==> config.mk <==
export PLATFORM = sky130hd
export DESIGN_NAME = qdec_timer
export DESIGN_NICKNAME = d
export VERILOG_FILES = /design/src/rtl/qdec_pkg.sv /design/src/rtl/qdec_phase_in.sv /design/src/rtl/qdec_prescaler.sv /design/src/rtl/qdec_position.sv /design/src/rtl/qdec_timer.sv
export SDC_FILE = /design/constraint.sdc
export NUM_CORES = 1
export LEC_CHECK = 0
export ABC_AREA = 1
export BUFFER_PORTS_ARGS = -buffer_cell sky130_fd_sc_hd__buf_2
export CORE_UTILIZATION = 53
export DETAILED_ROUTE_END_ITERATION = 6
export PLACE_DENSITY = 0.8
export SLEW_MARGIN = 0
export SYNTH_ARGS = -nofsm -noshare
export SYNTH_HDL_FRONTEND = slang
export SYNTH_SLANG_ARGS = --single-unit
==> constraint.sdc <==
create_clock -name clk -period 1.7 [get_ports clk]
set_clock_uncertainty 0.05 [all_clocks]
set_input_delay 0 -clock clk [delete_from_list [all_inputs] [get_ports clk]]
set_output_delay 0 -clock clk [all_outputs]
set_load 0.005 [all_outputs]
==> src/rtl/qdec_pkg.sv <==
package qdec_pkg;
    localparam int unsigned BUS_W = 32;
    localparam int unsigned IDX_W = 3;
    localparam int unsigned PS_W  = 3;

    typedef enum logic [IDX_W-1:0] {
        IX_CFG   = 3'd0,
        IX_POS   = 3'd1,
        IX_LIMIT = 3'd2,
        IX_CTRL  = 3'd3,
        IX_START = 3'd4,
        IX_QCTL  = 3'd5
    } reg_idx_e;

    localparam int unsigned CFG_LOCK_BIT    = 6;
    localparam int unsigned CTRL_EN_BIT     = 0;
    localparam int unsigned CTRL_UNLOCK_BIT = 2;
    localparam int unsigned QCTL_RUN_BIT    = 0;

    typedef struct packed {
        logic valid;
        logic up;
    } qevt_t;

    // forward when the new A level differs from the previous B level
    function automatic logic fwd_dir(input logic a_now, input logic b_old);
        return a_now ^ b_old;
    endfunction

    // true only when exactly one phase toggled
    function automatic logic one_changed(input logic a_now, input logic a_old,
                                         input logic b_now, input logic b_old);
        return (a_now ^ a_old) ^ (b_now ^ b_old);
    endfunction
endpackage

==> src/rtl/qdec_phase_in.sv <==
module qdec_phase_in
    import qdec_pkg::*;
#(
    parameter int unsigned SYNC_STAGES = 2
) (
    input  logic  clk,
    input  logic  rst,
    input  logic  ph_a,
    input  logic  ph_b,
    output qevt_t evt
);
    logic [SYNC_STAGES-1:0] a_sr, b_sr;
    logic a_old, b_old;
    logic a_now, b_now;

    assign a_now = a_sr[SYNC_STAGES-1];
    assign b_now = b_sr[SYNC_STAGES-1];

    always_ff @(posedge clk) begin
        if (rst) begin
            a_sr  <= '0;
            b_sr  <= '0;
            a_old <= 1'b0;
            b_old <= 1'b0;
        end else begin
            a_sr  <= {a_sr[SYNC_STAGES-2:0], ph_a};
            b_sr  <= {b_sr[SYNC_STAGES-2:0], ph_b};
            a_old <= a_now;
            b_old <= b_now;
        end
    end

    always_comb begin
        evt.valid = one_changed(a_now, a_old, b_now, b_old);
        evt.up    = fwd_dir(a_now, b_old);
    end
endmodule

==> src/rtl/qdec_prescaler.sv <==
module qdec_prescaler
    import qdec_pkg::*;
#(
    parameter int unsigned SEL_W = PS_W
) (
    input  logic             clk,
    input  logic             rst,
    input  logic             clr,
    input  qevt_t            evt,
    input  logic [SEL_W-1:0] sel,
    output qevt_t            step
);
    localparam int unsigned ACC_W = 1 << SEL_W;

    logic [ACC_W-1:0] acc_q, acc_nx, target;
    logic             dir_q;

    assign target = ACC_W'(1) << sel;
    assign acc_nx = (evt.up == dir_q) ? acc_q + 1'b1 : ACC_W'(1);

    always_comb begin
        step.valid = evt.valid && (acc_nx == target);
        step.up    = evt.up;
    end

    always_ff @(posedge clk) begin
        if (rst || clr) begin
            acc_q <= '0;
            dir_q <= 1'b1;
        end else if (evt.valid) begin
            dir_q <= evt.up;
            acc_q <= step.valid ? '0 : acc_nx;
        end
    end
endmodule

==> src/rtl/qdec_position.sv <==
module qdec_position
    import qdec_pkg::*;
#(
    parameter int unsigned CNT_W = 16
) (
    input  logic             clk,
    input  logic             rst,
    input  logic             load,
    input  qevt_t            step,
    input  logic [CNT_W-1:0] lo,
    input  logic [CNT_W-1:0] hi,
    output logic [CNT_W-1:0] pos
);
    always_ff @(posedge clk) begin
        if (rst) begin
            pos <= '0;
        end else if (load) begin
            pos <= lo;
        end else if (step.valid) begin
            if (step.up) pos <= (pos == hi) ? lo : pos + 1'b1;
            else         pos <= (pos == lo) ? hi : pos - 1'b1;
        end
    end
endmodule

==> src/rtl/qdec_timer.sv <==
module qdec_timer
    import qdec_pkg::*;
#(
    parameter int unsigned     CNT_W     = 16,
    parameter int unsigned     SYNC_STGS = 2,
    parameter logic [CNT_W-1:0] LIMIT_RST = '1
) (
    input  logic             clk,
    input  logic             rst,
    input  logic             ph_a,
    input  logic             ph_b,
    input  logic             bus_sel,
    input  logic             bus_wr,
    input  logic [IDX_W-1:0] bus_addr,
    input  logic [BUS_W-1:0] bus_wdata,
    output logic [BUS_W-1:0] bus_rdata
);
    logic [PS_W-1:0]  ps_q;
    logic             lock_q, en_q, qen_q, run_en;
    logic [CNT_W-1:0] limit_q, start_q, pos_q;
    reg_idx_e         ix;
    logic             wr_hit, wr_cfg, wr_pos, wr_limit, wr_ctrl, wr_start, wr_qctl;
    logic             wdata_unused;
    qevt_t            raw_evt, gated_evt, step;

    assign ix       = reg_idx_e'(bus_addr);
    assign wr_hit   = bus_sel && bus_wr;
    assign wr_cfg   = wr_hit && (ix == IX_CFG);
    assign wr_pos   = wr_hit && (ix == IX_POS);
    assign wr_limit = wr_hit && (ix == IX_LIMIT);
    assign wr_ctrl  = wr_hit && (ix == IX_CTRL);
    assign wr_start = wr_hit && (ix == IX_START);
    assign wr_qctl  = wr_hit && (ix == IX_QCTL);
    assign run_en   = en_q && qen_q;
    assign wdata_unused = ^bus_wdata[BUS_W-1:CNT_W];

    always_ff @(posedge clk) begin
        if (rst) begin
            ps_q    <= '0;
            lock_q  <= 1'b1;
            limit_q <= LIMIT_RST;
            start_q <= '0;
            en_q    <= 1'b0;
            qen_q   <= 1'b0;
        end else begin
            if (wr_cfg) begin
                if (!lock_q) ps_q <= bus_wdata[PS_W-1:0];
                if (bus_wdata[CFG_LOCK_BIT]) lock_q <= 1'b1;
            end
            if (wr_ctrl) begin
                if (bus_wdata[CTRL_UNLOCK_BIT]) lock_q <= 1'b0;
                if (!lock_q) en_q <= bus_wdata[CTRL_EN_BIT];
            end
            if (wr_limit && !lock_q)         limit_q <= bus_wdata[CNT_W-1:0];
            if (wr_start && !lock_q && en_q) start_q <= bus_wdata[CNT_W-1:0];
            if (wr_qctl  && !lock_q && en_q) qen_q   <= bus_wdata[QCTL_RUN_BIT];
        end
    end

    always_comb begin
        bus_rdata = '0;
        case (ix)
            IX_CFG: begin
                bus_rdata[PS_W-1:0]    = ps_q;
                bus_rdata[CFG_LOCK_BIT] = lock_q;
            end
            IX_POS:   bus_rdata[CNT_W-1:0]   = pos_q;
            IX_LIMIT: bus_rdata[CNT_W-1:0]   = limit_q;
            IX_CTRL:  bus_rdata[CTRL_EN_BIT]  = en_q;
            IX_START: bus_rdata[CNT_W-1:0]   = start_q;
            IX_QCTL:  bus_rdata[QCTL_RUN_BIT] = qen_q;
            default:  bus_rdata = '0;
        endcase
    end

    qdec_phase_in #(.SYNC_STAGES(SYNC_STGS)) u_phase (
        .clk (clk),
        .rst (rst),
        .ph_a(ph_a),
        .ph_b(ph_b),
        .evt (raw_evt)
    );

    always_comb begin
        gated_evt.valid = raw_evt.valid && run_en;
        gated_evt.up    = raw_evt.up;
    end

    qdec_prescaler #(.SEL_W(PS_W)) u_presc (
        .clk (clk),
        .rst (rst),
        .clr (wr_cfg && !lock_q),
        .evt (gated_evt),
        .sel (ps_q),
        .step(step)
    );

    qdec_position #(.CNT_W(CNT_W)) u_pos (
        .clk (clk),
        .rst (rst),
        .load(wr_pos),
        .step(step),
        .lo  (start_q),
        .hi  (limit_q),
        .pos (pos_q)
    );
endmodule

* After elaboration in Yosys (flattened, before gate mapping)
Index checks and enable logic that the tools add are counted.
W data, S select, Z words.
** Operators by class
- Reduce and logical (&&, ||, !) cells :: 22
- Multiply operators :: 0
- Shift operators :: 1
- Divide/modulo/power cells :: 0
- Mux-type cells :: 16
- Bitwise gates (word level) :: 5
- $add $sub $neg :: 3
- Equality and inequality tests :: 9
- Magnitude comparators :: 0
** Operators with widths (count)
- $mux W16 :: 5
- $eq A16 B16 Y1 :: 2
- $pmux W9 S3 :: 1
- $add A16 B1 Y16 const B :: 1
- $logic_and A1 B1 Y1 :: 16
- $mux W8 :: 2
- $sub A16 B1 Y16 const B :: 1
- $pmux W3 S3 :: 1
- $add A8 B1 Y8 const B :: 1
- $eq A8 B8 Y1 :: 1
- $pmux W2 S4 :: 1
- $shl A1 B3 Y8 const A :: 1
- $eq A3 B2 Y1 const B :: 2
- $eq A3 B3 Y1 const B :: 2
- $pmux W1 S6 :: 1
- $mux W1 :: 4
- $pmux W1 S4 :: 1
- $reduce_and A2 Y1 :: 2
- $xor A1 B1 Y1 :: 4
- $eq A3 B1 Y1 const B :: 1
- $logic_not A3 Y1 :: 1
- $reduce_bool A2 Y1 :: 1
- $eq A1 B1 Y1 :: 1
- $logic_not A1 Y1 :: 1
- 2 further kinds :: 2
** Word-level totals
- Memory bits (read-only) :: 0
- Flip-flop bits (word level) :: 69
- Latch bits :: 0
- Memory bits (writable) :: 0
- Output and inout port bits :: 32
- Memories kept :: 0

* Depth between registers and ports, before layout
- Word-level depth :: 7
- Mapped depth :: 17
- Depth with buffers taken out :: 15

* Cells and area by module
Synthesis repeated with hierarchy kept, for this count alone.
** Unflattened totals
- Cells, all modules :: 1022
- Area total of the unflattened synthesis :: 5714.2 um^2
** By module, submodules not included
- qdec_position :: area each 2605.0 um^2, instances 1, cells an instance 517
- qdec_timer :: area each 2044.5 um^2, instances 1, cells an instance 322
- qdec_prescaler :: area each 827.0 um^2, instances 1, cells an instance 147
- qdec_phase_in :: area each 237.7 um^2, instances 1, cells an instance 36

* Worst setup path after synthesis
OpenSTA, ideal clock, no wires.
- Path kind :: register to register
- Start point :: reg u_presc.acc_q[0]
- End point :: reg u_pos.pos[4]
- Path buffers :: 1
- Cell stages (with the launch flop) :: 12
- Required time :: 1.536 ns
- Path slack :: -0.158 ns
- Clock period less this slack :: 1.858 ns
- Data arrival time :: 1.695 ns
- Library setup time :: 0.114 ns
- Cells stage by stage :: dfxtp_1 > ha_1 > nand4_1 > o21ai_0 > nand3_2 > nand2_1 > o21ai_1 > nor2_2 > nand3_4 > buf_2 > a21oi_1 > nor2_1
** On the way
- Word-level cells in the longest chain between the ends :: 5
** RTL lines
- start, declared :: line qdec_prescaler.sv:15 : logic [ACC_W-1:0] acc_q, acc_nx, target;
- start signal, assigned :: line qdec_prescaler.sv:32 : acc_q <= step.valid ? '0 : acc_nx;
- $add A8 B1 Y8 :: line qdec_prescaler.sv:19 : assign acc_nx = (evt.up == dir_q) ? acc_q + 1'b1 : ACC_W'(1);
- $mux W8 :: line qdec_prescaler.sv:19
- $eq A8 B8 Y1 :: line qdec_prescaler.sv:22 : step.valid = evt.valid && (acc_nx == target);
- $logic_and A1 B1 Y1 :: line qdec_prescaler.sv:22
- $reduce_bool A2 Y1 (no line)
- end signal, assigned :: line qdec_position.sv:18 : pos <= lo;
- end signal, assigned :: line qdec_position.sv:20 : if (step.up) pos <= (pos == hi) ? lo : pos + 1'b1;
- end signal, assigned :: line qdec_position.sv:21 : else pos <= (pos == lo) ? hi : pos - 1'b1;
- end, declared :: line qdec_position.sv:12 : output logic [CNT_W-1:0] pos
No other way between the ends.
A chain may end at the register's enable or synchronous reset.

* Final worst setup path
- Start point :: reg u_presc.acc_q[1]
- End point :: reg u_pos.pos[12]
Same word-level chain as after synthesis.

==> flow_summary.ini <==
[clock_tree]
cts_made_buffers = 9
cts_tree = done
cts_sinks = 69
cts_htree_levels = 3
cts.clk_slew.worst_paths_ns = 0.08
clockBufferDepth = 2
clockRootBuffer = clkbuf_8
worstSkewPairLatency_ns = 0.37

[worst_hold_path]
hp-class = in2reg

[synth]
seq_area_frac_synth_pct = 26.0
synth_area_um2 = 5310
synth-seq-cells = 69
avgSynthCellArea_um2 = 5.91
syn_inst = 898
ys_warn_count = 0
synth.distinct_cells = 35

[cells_and_area]
syn_to_final_growth_pct = 38.2
final_common_cell = nand2_1
stdcell_count = 1230
layout_common_cells = 244 x nand2_1, 147 x buf_4, 96 x inv_1, 84 x nor2_1, 80 x nand3_1
drive_gt1_share_pct = 29.3
final.fill_count = 724
antenna_cells = 0
final_util_pct = 75.4
final_nets = 1136

[sta]
tns_ns = -7.51
finalCritPeriodShare_pct = 121
fmax_ghz = 0.486
setup_slack_ns = -0.358
drv_slew = 0
min_period_ns = 2.06
hold_viol_final = 0
holdWs_ns = 0.0116
rsz0062_at_grt = yes
setup_viol = 24

[route]
ant_nets = 0
post_drt_via_cell_ratio = 5.49
drtIter0Drc = 595
drc_errors = 0
wirelength_um = 18200
vias = 6749
wl_per_cell_um = 14.8
drt-pass1-iter-count = 6

[worst_setup_path]
critPathArrivalTime_ns = 2.27
crit_type = reg2reg
crit_family = simple AND/OR/NAND/NOR gates
path_common_cell = nand2_1
endpoint_kind = register
critPathBufInv = 2
max_stage_delay_ns = 0.37
critPathRequiredTime_ns = 1.91
crit_chain = ha_4 -> nand4_1 -> o21ai_2 -> nand3_2 -> nand2_1 -> o21ai_1 -> nor2_4 -> nand3_4 -> buf_6 -> inv_2 -> nand2_1 -> nand2_1 -> nor2_1
start_kind = register
cp_slowest_cell = dfxtp_4
worst-path-max-fanout = 6

[floorplanning]
row_count = 36
core-area_um2 = 9730
io_pins = 73
initial_core_util_pct = 54.6
dieArea_um2 = 10400
die-width_um = 102
die_h_um = 102

[placed_design]
post-place-ws_ns = -0.257
dpl.cell_count = 1182
io_buffers = 40
place.gp.congestion = 0.954
hpwl_um = 12000

[power_and_ir_drop]
peakVddDrop_uv = 293
cellPowerDensity_nw_per_um2 = 496
power_leakage_nw = 3.67

[global_route]
overflow = 0
grt_first_pass_wirelength_um = 28500
grt_max_degree = 36
antenna_found_initial = 0
grtUsageTotal_pct = 35.4
grt_pass1_vias = 6077

[flow_run]
cap_violations = 0

[status]
status = finished, violations left
violations = negative setup slack
[metrics by stage]
stage / power [mW] / area [µm²]
after detailed placement: 2.35 / 6580
after global routing: 3.80 / 7340
after CTS: 3.59 / 7210
after floorplan: 2.12 / 5410
after global placement: 2.34 / 6580
final: 3.64 / 7340
[cells in the mapped netlist (all sizes together)]
| library cell | number | area share [%] |
|---|---|---|
| o221ai | 13 | 2.1 |
| a221oi | 1 | 0.17 |
| a221o | 1 | 0.19 |
| dfxtp | 69 | 26 |
| a21oi | 45 | 4.2 |
| o22ai | 3 | 0.35 |
| nor3 | 16 | 1.6 |
| nand3 | 98 | 9.8 |
| nor2 | 100 | 8.1 |
| nand4 | 7 | 0.83 |
| o21ai | 65 | 6.1 |
| nand2 | 263 | 19 |
| o211ai | 20 | 2.8 |
| clkinv | 2 | 0.14 |
| or2 | 2 | 0.24 |
| ha | 3 | 0.71 |
| inv | 115 | 8.1 |
| clkbuf | 18 | 1.3 |
| buf | 37 | 5.0 |
| conb | 1 | 0.071 |
| xor2 | 19 | 3.1 |
[cells by family (layout without fill, tap and decap cells)]
logic type,Yosys count,in the layout,share of synthesized area [%]
AOI/OAI and AO/OA,148,148,16.1
other,1,16,0.0707
buffers and inverters,172,356,14.5
and+or+nand+nor,486,486,39.5
xor gates and xnor gates,19,19,3.14
DFF,69,69,26.0
adders and majority gates,3,3,0.707
[worst reg2reg max path: stages (launching register included)]
cell,delay [ns]
dfxtp_4,0.37
ha_4,0.17
nand4_1,0.16
o21ai_2,0.24
nand3_2,0.13
nand2_1,0.08
o21ai_1,0.10
nor2_4,0.13
nand3_4,0.15
buf_6,0.17
inv_2,0.05
nand2_1,0.04
nand2_1,0.06
nor2_1,0.04
[layer usage]
metal	wire length (µm)	GRT usage, %
met1	7190	43.0
met3	1640	6.57
met4	731	17.8
met2	8610	59.7
met5	0	0
[registers in the layout, summed over array words and instances, names as in the netlist]
signal	cells
u_phase.a_sr	2
en_q	1
ps_q	3
limit_q	16
qen_q	1
u_phase.a_old	1
u_presc.dir_q	1
u_phase.b_old	1
u_pos.pos	16
u_phase.b_sr	2
start_q	16
u_presc.acc_q	8
lock_q	1
[power by group]
group          leakage [nW]  internal [mW]  switching, mW
registers             0.569           1.63         0.0165
clock network        0.0860          0.527          0.691
logic                  3.01          0.326          0.452
[timing repair]
| item | 4_1_cts | 5_1_grt |
|---|---|---|
| pin swaps | 22 | 19 |
| endpoints found under the setup margin | 24 | 32 |
| hold buffers | 26 | 0 |
| buffers inserted | 5 | 1 |
| resized for setup | 56 | 41 |
| hold endpoints to repair | 44 | 0 |
| gates cloned | 0 | 0 |
[final cells by class]
type,instances,area (µm²),share of cell area (%)
Multi-Input combinational cell,672,3460,47.1
Timing Repair Buffer,223,1690,23.0
Sequential cell,69,1420,19.3
Inverter,117,439,5.99
Tap cell,133,166,2.27
Clock buffer,10,128,1.74
Clock inverter,6,40.0,0.546
[final timing paths]
kind	from	endpoint	slack (ns)	cells after the start
min	bus_wr	en_q	0.01	4
max	u_presc.acc_q[1]	u_pos.pos[12]	-0.36	13
min reg2reg	u_phase.a_sr[0]	u_phase.a_sr[1]	0.37	2
max reg2reg	u_presc.acc_q[1]	u_pos.pos[12]	-0.36	13
(Power assumes the default switching activity.)
